$ cat src/rtl/irq_pkg.sv
package irq_pkg;

  localparam int CFG_ADDR_W = 3;

  typedef enum logic [CFG_ADDR_W-1:0] {
    SEL_BASE  = 3'd0,
    SEL_MASK  = 3'd1,
    SEL_CASC  = 3'd2,
    SEL_CTRL  = 3'd3,
    SEL_PEND  = 3'd4,
    SEL_SERV  = 3'd5
  } reg_sel_e;

  localparam int CTRL_ROLE_BIT = 0;
  localparam int CTRL_EOI_BIT  = 1;

endpackage

$ cat src/rtl/irq_prio_enc.sv
module irq_prio_enc #(
  parameter int W  = 8,
  parameter int IW = $clog2(W)
) (
  input  logic [W-1:0]  vec,
  output logic          any,
  output logic [IW-1:0] idx
);

  // Lowest set index wins: scan from the top so the last hit is the lowest.
  always_comb begin
    idx = '0;
    for (int i = W - 1; i >= 0; i--) begin
      if (vec[i]) idx = IW'(i);
    end
  end

  assign any = |vec;

endmodule

$ cat src/rtl/irq_req_latch.sv
module irq_req_latch #(
  parameter int N  = 8,
  parameter int IW = $clog2(N)
) (
  input  logic          clk,
  input  logic          rst,
  input  logic [N-1:0]  irq_in,
  input  logic          clr_valid,
  input  logic [IW-1:0] clr_idx,
  output logic [N-1:0]  pend
);

  logic [N-1:0] line_q;
  logic [N-1:0] rise;
  logic [N-1:0] clr_mask;

  assign rise = irq_in & ~line_q;

  genvar g;
  generate
    for (g = 0; g < N; g++) begin : g_clr
      assign clr_mask[g] = clr_valid && (clr_idx == IW'(g));
    end
  endgenerate

  always_ff @(posedge clk) begin
    if (rst) begin
      line_q <= '0;
      pend   <= '0;
    end else begin
      line_q <= irq_in;
      pend   <= (pend & ~clr_mask) | rise;
    end
  end

  // without an acknowledge no pending bit may drop
  p_pend_hold_r2: assert property (@(posedge clk) disable iff (rst)
    !clr_valid |=> ((pend & $past(pend)) == $past(pend)));

endmodule

$ cat src/rtl/irq_inservice.sv
module irq_inservice #(
  parameter int N  = 8,
  parameter int IW = $clog2(N)
) (
  input  logic          clk,
  input  logic          rst,
  input  logic          set_valid,
  input  logic [IW-1:0] set_idx,
  input  logic          eoi,
  output logic [N-1:0]  serv
);

  logic [N-1:0] set_mask;
  logic [N-1:0] lowest;

  // Isolate the lowest set bit (most urgent entry in service).
  assign lowest = serv & (~serv + N'(1));

  genvar g;
  generate
    for (g = 0; g < N; g++) begin : g_set
      assign set_mask[g] = set_valid && (set_idx == IW'(g));
    end
  endgenerate

  always_ff @(posedge clk) begin
    if (rst) begin
      serv <= '0;
    end else begin
      serv <= (serv & ~(eoi ? lowest : '0)) | set_mask;
    end
  end

  // an accepted acknowledge lands in the in-service set
  p_serv_set_r5: assert property (@(posedge clk) disable iff (rst)
    set_valid |=> serv[$past(set_idx)]);

  // end-of-interrupt retires exactly one entry and adds none
  p_eoi_one_r7: assert property (@(posedge clk) disable iff (rst)
    (eoi && !set_valid && (serv != '0)) |=>
      (($countones(serv) == $countones($past(serv)) - 1) &&
       ((serv & ~$past(serv)) == '0)));

endmodule

$ cat src/rtl/irq_resolver.sv
module irq_resolver #(
  parameter int N  = 8,
  parameter int IW = $clog2(N)
) (
  input  logic [N-1:0]  pend,
  input  logic [N-1:0]  mask,
  input  logic [N-1:0]  serv,
  output logic          eligible,
  output logic [IW-1:0] win_idx
);

  logic [N-1:0]  live;
  logic          live_any;
  logic          serv_any;
  logic [IW-1:0] serv_idx;

  assign live = pend & ~mask;

  irq_prio_enc #(.W(N), .IW(IW)) u_live_enc (
    .vec (live),
    .any (live_any),
    .idx (win_idx)
  );

  irq_prio_enc #(.W(N), .IW(IW)) u_serv_enc (
    .vec (serv),
    .any (serv_any),
    .idx (serv_idx)
  );

  // A winner passes only if it outranks every entry already in service.
  assign eligible = live_any && (!serv_any || (win_idx < serv_idx));

endmodule

$ cat src/rtl/irq_prio_ctrl.sv
module irq_prio_ctrl
  import irq_pkg::*;
#(
  parameter int N_IRQ  = 8,
  parameter int DATA_W = 8
) (
  input  logic                  clk,
  input  logic                  rst,
  input  logic [N_IRQ-1:0]      irq_in,
  input  logic                  cfg_we,
  input  logic [CFG_ADDR_W-1:0] cfg_addr,
  input  logic [DATA_W-1:0]     cfg_wdata,
  output logic [DATA_W-1:0]     cfg_rdata,
  input  logic                  inta,
  output logic                  int_out,
  output logic [DATA_W-1:0]     vec_out,
  output logic                  vec_valid,
  output logic [$clog2(N_IRQ)-1:0] cas_out,
  output logic                  cas_sel_out,
  input  logic [$clog2(N_IRQ)-1:0] cas_in,
  input  logic                  cas_sel_in
);

  localparam int IDX_W  = $clog2(N_IRQ);
  localparam int BASE_W = DATA_W - IDX_W;

  logic [BASE_W-1:0] base_r;
  logic [N_IRQ-1:0]  mask_r;
  logic [DATA_W-1:0] casc_r;
  logic              role_slave;

  logic [N_IRQ-1:0]  pend;
  logic [N_IRQ-1:0]  serv;
  logic              eligible;
  logic [IDX_W-1:0]  win_idx;

  logic              wr_ctrl;
  logic              eoi_cmd;
  logic              ack_hit;
  logic              take;
  logic              routed;
  logic [N_IRQ-1:0]  slave_map;
  logic [IDX_W-1:0]  own_id;

  assign slave_map = casc_r[N_IRQ-1:0];
  assign own_id    = casc_r[IDX_W-1:0];
  assign wr_ctrl   = cfg_we && (reg_sel_e'(cfg_addr) == SEL_CTRL);
  assign eoi_cmd   = wr_ctrl && cfg_wdata[CTRL_EOI_BIT];

  // The acknowledge is addressed to this controller unless it is a slave
  // whose identifier was not selected by the master.
  assign ack_hit = inta && (!role_slave || (cas_sel_in && (cas_in == own_id)));
  assign take    = ack_hit && eligible;
  assign routed  = !role_slave && slave_map[win_idx];

  irq_req_latch #(.N(N_IRQ), .IW(IDX_W)) u_req (
    .clk       (clk),
    .rst       (rst),
    .irq_in    (irq_in),
    .clr_valid (take),
    .clr_idx   (win_idx),
    .pend      (pend)
  );

  irq_resolver #(.N(N_IRQ), .IW(IDX_W)) u_res (
    .pend     (pend),
    .mask     (mask_r),
    .serv     (serv),
    .eligible (eligible),
    .win_idx  (win_idx)
  );

  irq_inservice #(.N(N_IRQ), .IW(IDX_W)) u_serv (
    .clk       (clk),
    .rst       (rst),
    .set_valid (take),
    .set_idx   (win_idx),
    .eoi       (eoi_cmd),
    .serv      (serv)
  );

  // Configuration registers
  always_ff @(posedge clk) begin
    if (rst) begin
      base_r     <= '0;
      mask_r     <= '0;
      casc_r     <= '0;
      role_slave <= 1'b0;
    end else if (cfg_we) begin
      case (reg_sel_e'(cfg_addr))
        SEL_BASE: base_r     <= cfg_wdata[DATA_W-1:IDX_W];
        SEL_MASK: mask_r     <= cfg_wdata[N_IRQ-1:0];
        SEL_CASC: casc_r     <= cfg_wdata;
        SEL_CTRL: role_slave <= cfg_wdata[CTRL_ROLE_BIT];
        default:  ;
      endcase
    end
  end

  // Registered read path
  always_ff @(posedge clk) begin
    if (rst) begin
      cfg_rdata <= '0;
    end else begin
      case (reg_sel_e'(cfg_addr))
        SEL_BASE: cfg_rdata <= {base_r, {IDX_W{1'b0}}};
        SEL_MASK: cfg_rdata <= DATA_W'(mask_r);
        SEL_CASC: cfg_rdata <= casc_r;
        SEL_CTRL: cfg_rdata <= DATA_W'(role_slave);
        SEL_PEND: cfg_rdata <= DATA_W'(pend);
        SEL_SERV: cfg_rdata <= DATA_W'(serv);
        default:  cfg_rdata <= '0;
      endcase
    end
  end

  // Processor-facing and cascade outputs
  always_ff @(posedge clk) begin
    if (rst) begin
      int_out     <= 1'b0;
      vec_out     <= '0;
      vec_valid   <= 1'b0;
      cas_out     <= '0;
      cas_sel_out <= 1'b0;
    end else begin
      int_out     <= eligible;
      vec_valid   <= ack_hit && !(take && routed);
      vec_out     <= {base_r, (take ? win_idx : {IDX_W{1'b1}})};
      cas_out     <= (!role_slave && eligible) ? win_idx : '0;
      cas_sel_out <= !role_slave && eligible && slave_map[win_idx];
    end
  end

  // a vector only ever follows an acknowledge
  p_vec_after_ack_r5: assert property (@(posedge clk) disable iff (rst)
    vec_valid |-> $past(inta));

  // the interrupt line needs an unmasked pending request behind it
  p_int_cause_r4: assert property (@(posedge clk) disable iff (rst)
    int_out |-> $past((pend & ~mask_r) != '0));

  // an acknowledge with nothing eligible yields the all-ones index
  p_spurious_r8: assert property (@(posedge clk) disable iff (rst)
    (inta && !role_slave && !eligible) |=>
      (vec_valid && (vec_out[IDX_W-1:0] == {IDX_W{1'b1}})));

  // an unselected slave stays silent and keeps its in-service set
  p_slave_quiet_r10: assert property (@(posedge clk) disable iff (rst)
    (role_slave && inta && !cas_sel_in && !eoi_cmd) |=>
      (!vec_valid && $stable(serv)));

endmodule

$ cat config.mk
export PLATFORM = sky130hd
export DESIGN_NAME = irq_prio_ctrl
export DESIGN_NICKNAME = d
export VERILOG_FILES = /design/src/rtl/irq_pkg.sv /design/src/rtl/irq_prio_enc.sv /design/src/rtl/irq_req_latch.sv /design/src/rtl/irq_inservice.sv /design/src/rtl/irq_resolver.sv /design/src/rtl/irq_prio_ctrl.sv
export SDC_FILE = /design/constraint.sdc
export NUM_CORES = 1
export LEC_CHECK = 0
export BUFFER_PORTS_ARGS = -buffer_cell sky130_fd_sc_hd__buf_2
export CAP_MARGIN = 20
export CORE_UTILIZATION = 46
export DETAILED_ROUTE_END_ITERATION = 16
export GPL_TIMING_DRIVEN = 0
export PLACE_DENSITY = 0.72
export SYNTH_ARGS = -nofsm -noshare
export SYNTH_HDL_FRONTEND = slang
export SYNTH_SLANG_ARGS = --single-unit
export TNS_END_PERCENT = 10
$ cat constraint.sdc
create_clock -name clk -period 2.7 [get_ports clk]
set_clock_uncertainty 0.1 [all_clocks]
set_input_delay 0.135 -clock clk [delete_from_list [all_inputs] [get_ports clk]]
set_output_delay 0.135 -clock clk [all_outputs]
set_load 0.05 [all_outputs]
# --- Word-level counts from Yosys, hierarchy flattened ---
# Cells that the tools add are included.
op_classes:
  bitwise: 13
  n_mux: 21
  n_addsub: 1
  order_cmp: 2
  eq_ne: 13
  reduce_logical: 33
ops:
  columns: ["cell", "count"]
  rows:
  - ["3-bit 2-to-1 mux", 17]
  - ["8-bit case mux with 6 select lines", 1]
  - ["8-bit AND", 5]
  - ["8-bit inverter", 5]
  - ["1-bit logical AND", 19]
  - ["3-bit == test (second input constant)", 6]
  - ["8-bit bitwise OR", 2]
  - ["8-bit OR reduction", 2]
  - ["3-bit by 2-bit == test with 1-bit output (second input constant)", 4]
  - ["8-bit by 1-bit adder with 8-bit output (second input constant)", 1]
  - ["8-bit 2-to-1 mux", 1]
  - ["2-bit AND reduction", 4]
  - ["3-bit by 1-bit == test with 1-bit output (second input constant)", 2]
  - ["3-bit logical NOT", 2]
  - ["3-bit by 4-bit less-than comparator with 1-bit output (second input constant)", 1]
  - ["1-bit binary-select mux with 3-bit select", 1]
  - ["3-bit == test", 1]
  - ["1-bit logical NOT", 3]
  - ["3-bit less-than comparator", 1]
  - ["1-bit logical OR", 2]
  - ["2-bit OR reduction", 1]
  - ["1-bit 2-to-1 mux", 1]
  - ["1-bit inverter", 1]
word_totals:
  word_cells: 96
  input_bits: 27
  out_inout_bits: 22
  reg_bits: 68

# --- Longest topological paths before layout ---
logic_depth:
  word_depth: 18
  mapped_depth: 9
  ltp_nobuf: 9

# --- Cells and area by module ---
# From an unflattened synthesis, not the netlist that was laid out.
hier_totals:
  cells_unflattened: 317
  area_unflattened_um2: 3090.5
by_module_without_submodules:
  columns: ["mod", "seq_area_each_um2", "area_each_um2", "cells_per_inst", "n_inst"]
  rows:
  - ["irq_prio_ctrl", 880.8, 1874.3, 187, 1]
  - ["irq_req_latch", 320.3, 589.3, 51, 1]
  - ["irq_inservice", 160.2, 346.6, 35, 1]
  - ["irq_prio_enc", 0.0, 81.3, 13, 2]
  - ["irq_resolver", 0.0, 117.6, 18, 1]

# --- Worst setup path before layout ---
# OpenSTA, ideal clock, no wires.
synth_path:
  kind: "flip-flop to flip-flop"
  startpoint: "reg mask_r[7]"
  endpoint: "reg u_req.pend[3]"
  t_arrival_ns: 2.557
  synth_period_minus_slack_ns: 2.774
  setup_ns: 0.117
  stages_incl_launch_ff: 9
  required_time_ns: 2.483
  slack_ns: -0.074
  path_buffers: 0
  path_cell_list: "dfxtp_1 -> and2b_1 -> a2111oi_0 -> nor2_1 -> ha_1 -> and2_1 -> a31o_2 -> or3_1 -> a32o_1"
synth_via:
  elab_chain_cells: 18
  elab_cells_between_ends: 20
  cone_classes: "order compare: 1; eq/ne: 1; mux: 8; bitwise: 5; reduce/logical: 5"
synth_lines:
  columns: ["element", "line", "rtl"]
  rows:
  - ["start, declared", "irq_prio_ctrl.sv:28", "logic [N_IRQ-1:0] mask_r;"]
  - ["start signal, assigned", "irq_prio_ctrl.sv:92", "SEL_MASK: mask_r <= cfg_wdata[N_IRQ-1:0];"]
  - ["8-bit inverter *", "irq_resolver.sv:17", "assign live = pend & ~mask;"]
  - ["8-bit AND *", "irq_resolver.sv:17", null]
  - ["3-bit 2-to-1 mux * (8 in a row)", "irq_prio_enc.sv:14", "if (vec[i]) idx = IW'(i);"]
  - ["net u_req.clr_idx[2]", "irq_req_latch.sv:9", "input logic [IW-1:0] clr_idx,"]
  - ["3-bit less-than comparator", "irq_resolver.sv:32", "assign eligible = live_any && (!serv_any || (win_idx < serv_idx));"]
  - ["1-bit logical OR", "irq_resolver.sv:32", null]
  - ["1-bit logical AND", "irq_resolver.sv:32", null]
  - ["1-bit logical AND", "irq_prio_ctrl.sv:53", "assign take = ack_hit && eligible;"]
  - ["1-bit logical AND *", "irq_req_latch.sv:22", "assign clr_mask[g] = clr_valid && (clr_idx == IW'(g));"]
  - ["8-bit inverter *", "irq_req_latch.sv:32", "pend <= (pend & ~clr_mask) | rise;"]
  - ["8-bit AND *", "irq_req_latch.sv:32", null]
  - ["8-bit bitwise OR *", "irq_req_latch.sv:32", null]
  - ["end signal, assigned", "irq_req_latch.sv:32", null]
  - ["end, declared", "irq_req_latch.sv:10", "output logic [N-1:0] pend"]
# Mark *: on every way through the listed nets, which the timed path passes. The rest lies on a longest branch.
# A chain may end at the register's enable or synchronous reset.

# --- Worst setup path after layout ---
layout_path:
  startpoint: "reg u_req.pend[4]"
  endpoint: "reg u_req.pend[3]"
layout_via:
  elab_chain_cells: 14
  elab_cells_between_ends: 16
  cone_classes: "order compare: 1; eq/ne: 1; mux: 5; bitwise: 4; reduce/logical: 5"
layout_lines:
  columns: ["element", "line"]
  rows:
  - ["8-bit AND *", "irq_resolver.sv:17"]
  - ["3-bit 2-to-1 mux * (5 in a row)", "irq_prio_enc.sv:14"]
  - ["net u_req.clr_idx[2]", "irq_req_latch.sv:9"]
  - ["3-bit less-than comparator", "irq_resolver.sv:32"]
  - ["1-bit logical OR", "irq_resolver.sv:32"]
  - ["1-bit logical AND", "irq_resolver.sv:32"]
  - ["1-bit logical AND", "irq_prio_ctrl.sv:53"]
  - ["1-bit logical AND *", "irq_req_latch.sv:22"]
  - ["8-bit inverter *", "irq_req_latch.sv:32"]
  - ["8-bit AND *", "irq_req_latch.sv:32"]
  - ["8-bit bitwise OR *", "irq_req_latch.sv:32"]
# Marked as above.

==> impl_results.md <==
- Buffers and inverters on the worst path: 0
- Crit Path Max Fanout: 5
- Setup-failing EPs final: 0
- Power Density: 689 mW/mm^2
- DRT iter0 DRCs: 175
- Setup ws final: 0.121 ns
- Initial antenna violation count: 0
- Setup crit start kind: register
- Post-Synth Simple-Gate Area: 23.0%
- Setup CP Type: register to register
- Synth Flop Type: dfxtp_1
- Run status: finished, final reports clean
- Num CTS Buffers: 9
- Syn Area/Cell: 9.11 um^2
- Share of the synthesized area in the top cell type: 44.5%
- TritonRoute pass-1 iters: 4
- All-Layer GR Usage: 25.3%
- Wirelength, routed: 8.29 mm
- GPL Wtd Cong: 0.890
- CP cell instances: nor2b_1 -> a2111oi_4 -> nor2_2 -> ha_4 -> and2_4 -> a31o_2 -> or3_4 -> a32o_1
- Hold Vio Cnt, Final: 0
- DRC: 0
- Fin crit share: 95.5%
- Clock sinks: 68
- Final ANT Viol Nets: 0
- Root Driver: clkbuf_8
- Worst-path clk slew: 0.08 ns
- Compound-Gate Fraction of Synth Area: 18.8%
- Critical path's slowest cell: a2111oi_4
- Syn nets: 364
- Asr flop ratio synth: 0%
- Drt via density: 5.62
- Mapped Cells: 336
- Congestion Overflow GR: 0
- Post-synth EDFFs: 0
- Slew headroom: 27.2%
- Worst hold slack: 0.0797 ns
- FMAX: 388 MHz
- Largest family of logic cells by synthesized area: simple AND/OR/NAND/NOR gates
- Flops & latches, synth: 68
- Pre-CTS setup slack: -0.284 ns
- WP data required: 2.86 ns
- Xor/xnor cell area share of the yosys netlist: 0.859%
- Area Overhead vs Synth: 27.2%
- Final slew viol count: 0
- Clk_lat worst skew: 0.36 ns
- Nets@finish: 442
- Vias in the first global route: 2675
- Synthesized cell area: 0.00306 mm^2
- TritonCTS clock tree: built
- Register area share after synthesis: 44.5%
- Slew @ Worst Pin: 1.08 ns
- Level count of the clock H-tree: 3
- Ratio of cells with drive above 1 in the final layout: 21.0%
- HP Class: input port to register
- Static leakage: 1.51 nW
- Mux cell area share after synthesis: 9.08%
- CP Capture Type: register
- Top cells by area, synth: dfxtp_1 (44%), mux2i_1 (6.9%), nor2b_1 (4.5%)
- Row count: 29
- Synth unique cells: 57
- Maximum VDD drop: 449 uV
- CTS Buffer Depth: 2
- Max Cap Violations: 0
- I/O Pins: 49
- Die Width: 83.6 um
- Fill count: 573
- Worst EP arrival: 2.74 ns
- Area share of fa/ha/maj cells after synthesis: 0.409%
- Die Height: 83.6 um
- DR vias: 2787
- Hpwl dp: 5.94 mm
- Slowest cell delay on critical path: 0.41 ns
- Largest net degree at the start of global routing: 12
- Min cycle time layout: 2.58 ns
- Initial Util: 47.9%
- Full die area: 0.00698 mm^2
- First-pass GRT wire length: 13.5 mm
- RSZ-0062 raised after global routing: no
- Post-synth top area cell: dfxtp_1
- YS warnings: 0
- Routed len/inst: 16.7 um
- Crit-path leading delay family: compound AO/OA/AOI/OAI gates
- CORE AREA: 0.00639 mm^2
- Antenna cell count: 0
- Port Buffer Count: 45
[cells in the mapped netlist, types with 2 or more instances]
master / instances
xnor2_1: 3
o31ai_1: 3
and2b_1: 3
nor4_1: 3
mux4_2: 3
o2111a_1: 2
clkbuf_1: 13
nor2b_1: 22
or3_1: 4
o21ai_0: 9
o2111ai_1: 2
o22a_1: 3
a31oi_1: 4
a32o_1: 4
nand3_2: 3
dfxtp_1: 68
nand4_1: 6
nor2_1: 31
nand2b_1: 12
inv_1: 12
nand2_1: 36
nand3_1: 6
o211ai_1: 3
mux2i_1: 21
a21oi_1: 27
a22oi_1: 2
[worst paths after layout]
path         depth (start not counted)            end  slack (ns)       startpoint
max                                  8  u_req.pend[3]        0.12    u_req.pend[4]
max reg2reg                          8  u_req.pend[3]        0.12    u_req.pend[4]
min reg2reg                          2  u_req.pend[4]        0.37  u_req.line_q[4]
min                                  4     role_slave        0.08           cfg_we
[registers in the layout, summed over array words and instances, names as in the netlist]
register      count
cas_out           3
cfg_rdata         8
u_req.pend        8
u_req.line_q      8
vec_out           8
casc_r            8
cas_sel_out       1
mask_r            8
vec_valid         1
role_slave        1
u_serv.serv       8
base_r            5
int_out           1
[worst register-to-register path, delay by kind of cell (launching register included)]
| family | cells | cell delay [ns] |
|---|---|---|
| fa+ha+maj | 1 | 0.25 |
| flops | 1 | 0.36 |
| compound gates | 3 | 0.92 |
| simple gates | 4 | 0.86 |
[logic make-up (layout without fill, tap and decap cells)]
logic type,Yosys count,after routing
buf+inv,27,110
fa+ha+maj,1,1
xor+xnor,3,3
simple gates,135,135
flops,68,68
mux,24,24
compound gates,78,78
[layout make-up]
cell class / count / area, um^2 / share of cell area, %
multi-input combinational: 241 / 1670 / 43.0
clock buffer: 12 / 145 / 3.73
tap: 77 / 96.3 / 2.47
buffer: 15 / 57.6 / 1.48
clock inverter: 4 / 72.6 / 1.86
timing repair buffer: 67 / 443 / 11.4
sequential: 68 / 1360 / 35.0
inverter: 12 / 45.0 / 1.16
[through the flow]
stage,utilization (%),instances,setup TNS (ns),power [W],instance area [um^2]
floorplan,-,336,0,0.00155,3070
global placement,53.1,458,-1.58,0.00170,3390
detailed placement,53.1,458,-1.76,0.00170,3390
CTS,60.6,496,0,0.00267,3870
global route,61.0,496,0,0.00280,3890
finish,61.0,496,0,0.00268,3890
[repair_timing]
action	CTS	global route
gates resized for setup	8	3
buffers inserted	1	0
pin swaps	3	1
setup endpoints to repair	18	7
hold buffers	21	0
endpoints found under the hold margin	32	0
[placed cells by master (no fill, tap or decap), drive strengths merged, types with 4 or more instances in the layout]
cell type and n:
a21oi 27, a31oi 4, a32o 4, buf 48
clkbuf 25, dfxtp 68, dlygate4sd3 21, inv 12
mux2i 21, nand2 36, nand2b 12, nand3 9
nand4 6, nor2 31, nor2b 22, nor4 4
o211ai 4, o21ai 11, or3 4
[power by group]
part | switching [W] | total (W) | internal [W]
Sequential | 0.0000495 | 0.00112 | 0.00107
Combinational | 0.000399 | 0.000632 | 0.000233
Clock | 0.000392 | 0.000936 | 0.000544
Total | 0.000840 | 0.00268 | 0.00184
[routing by layer]
layer	vias up	track usage [%]	part of all wire, %	wire [um]
met5	-	0	0	0
li1	1359	-	-	-
met4	0	11.9	2.0	164
met3	15	6.92	5.5	459
met1	1328	32.3	47	3890
met2	85	39.6	46	3780
Power figures use the tool's default switching activity.
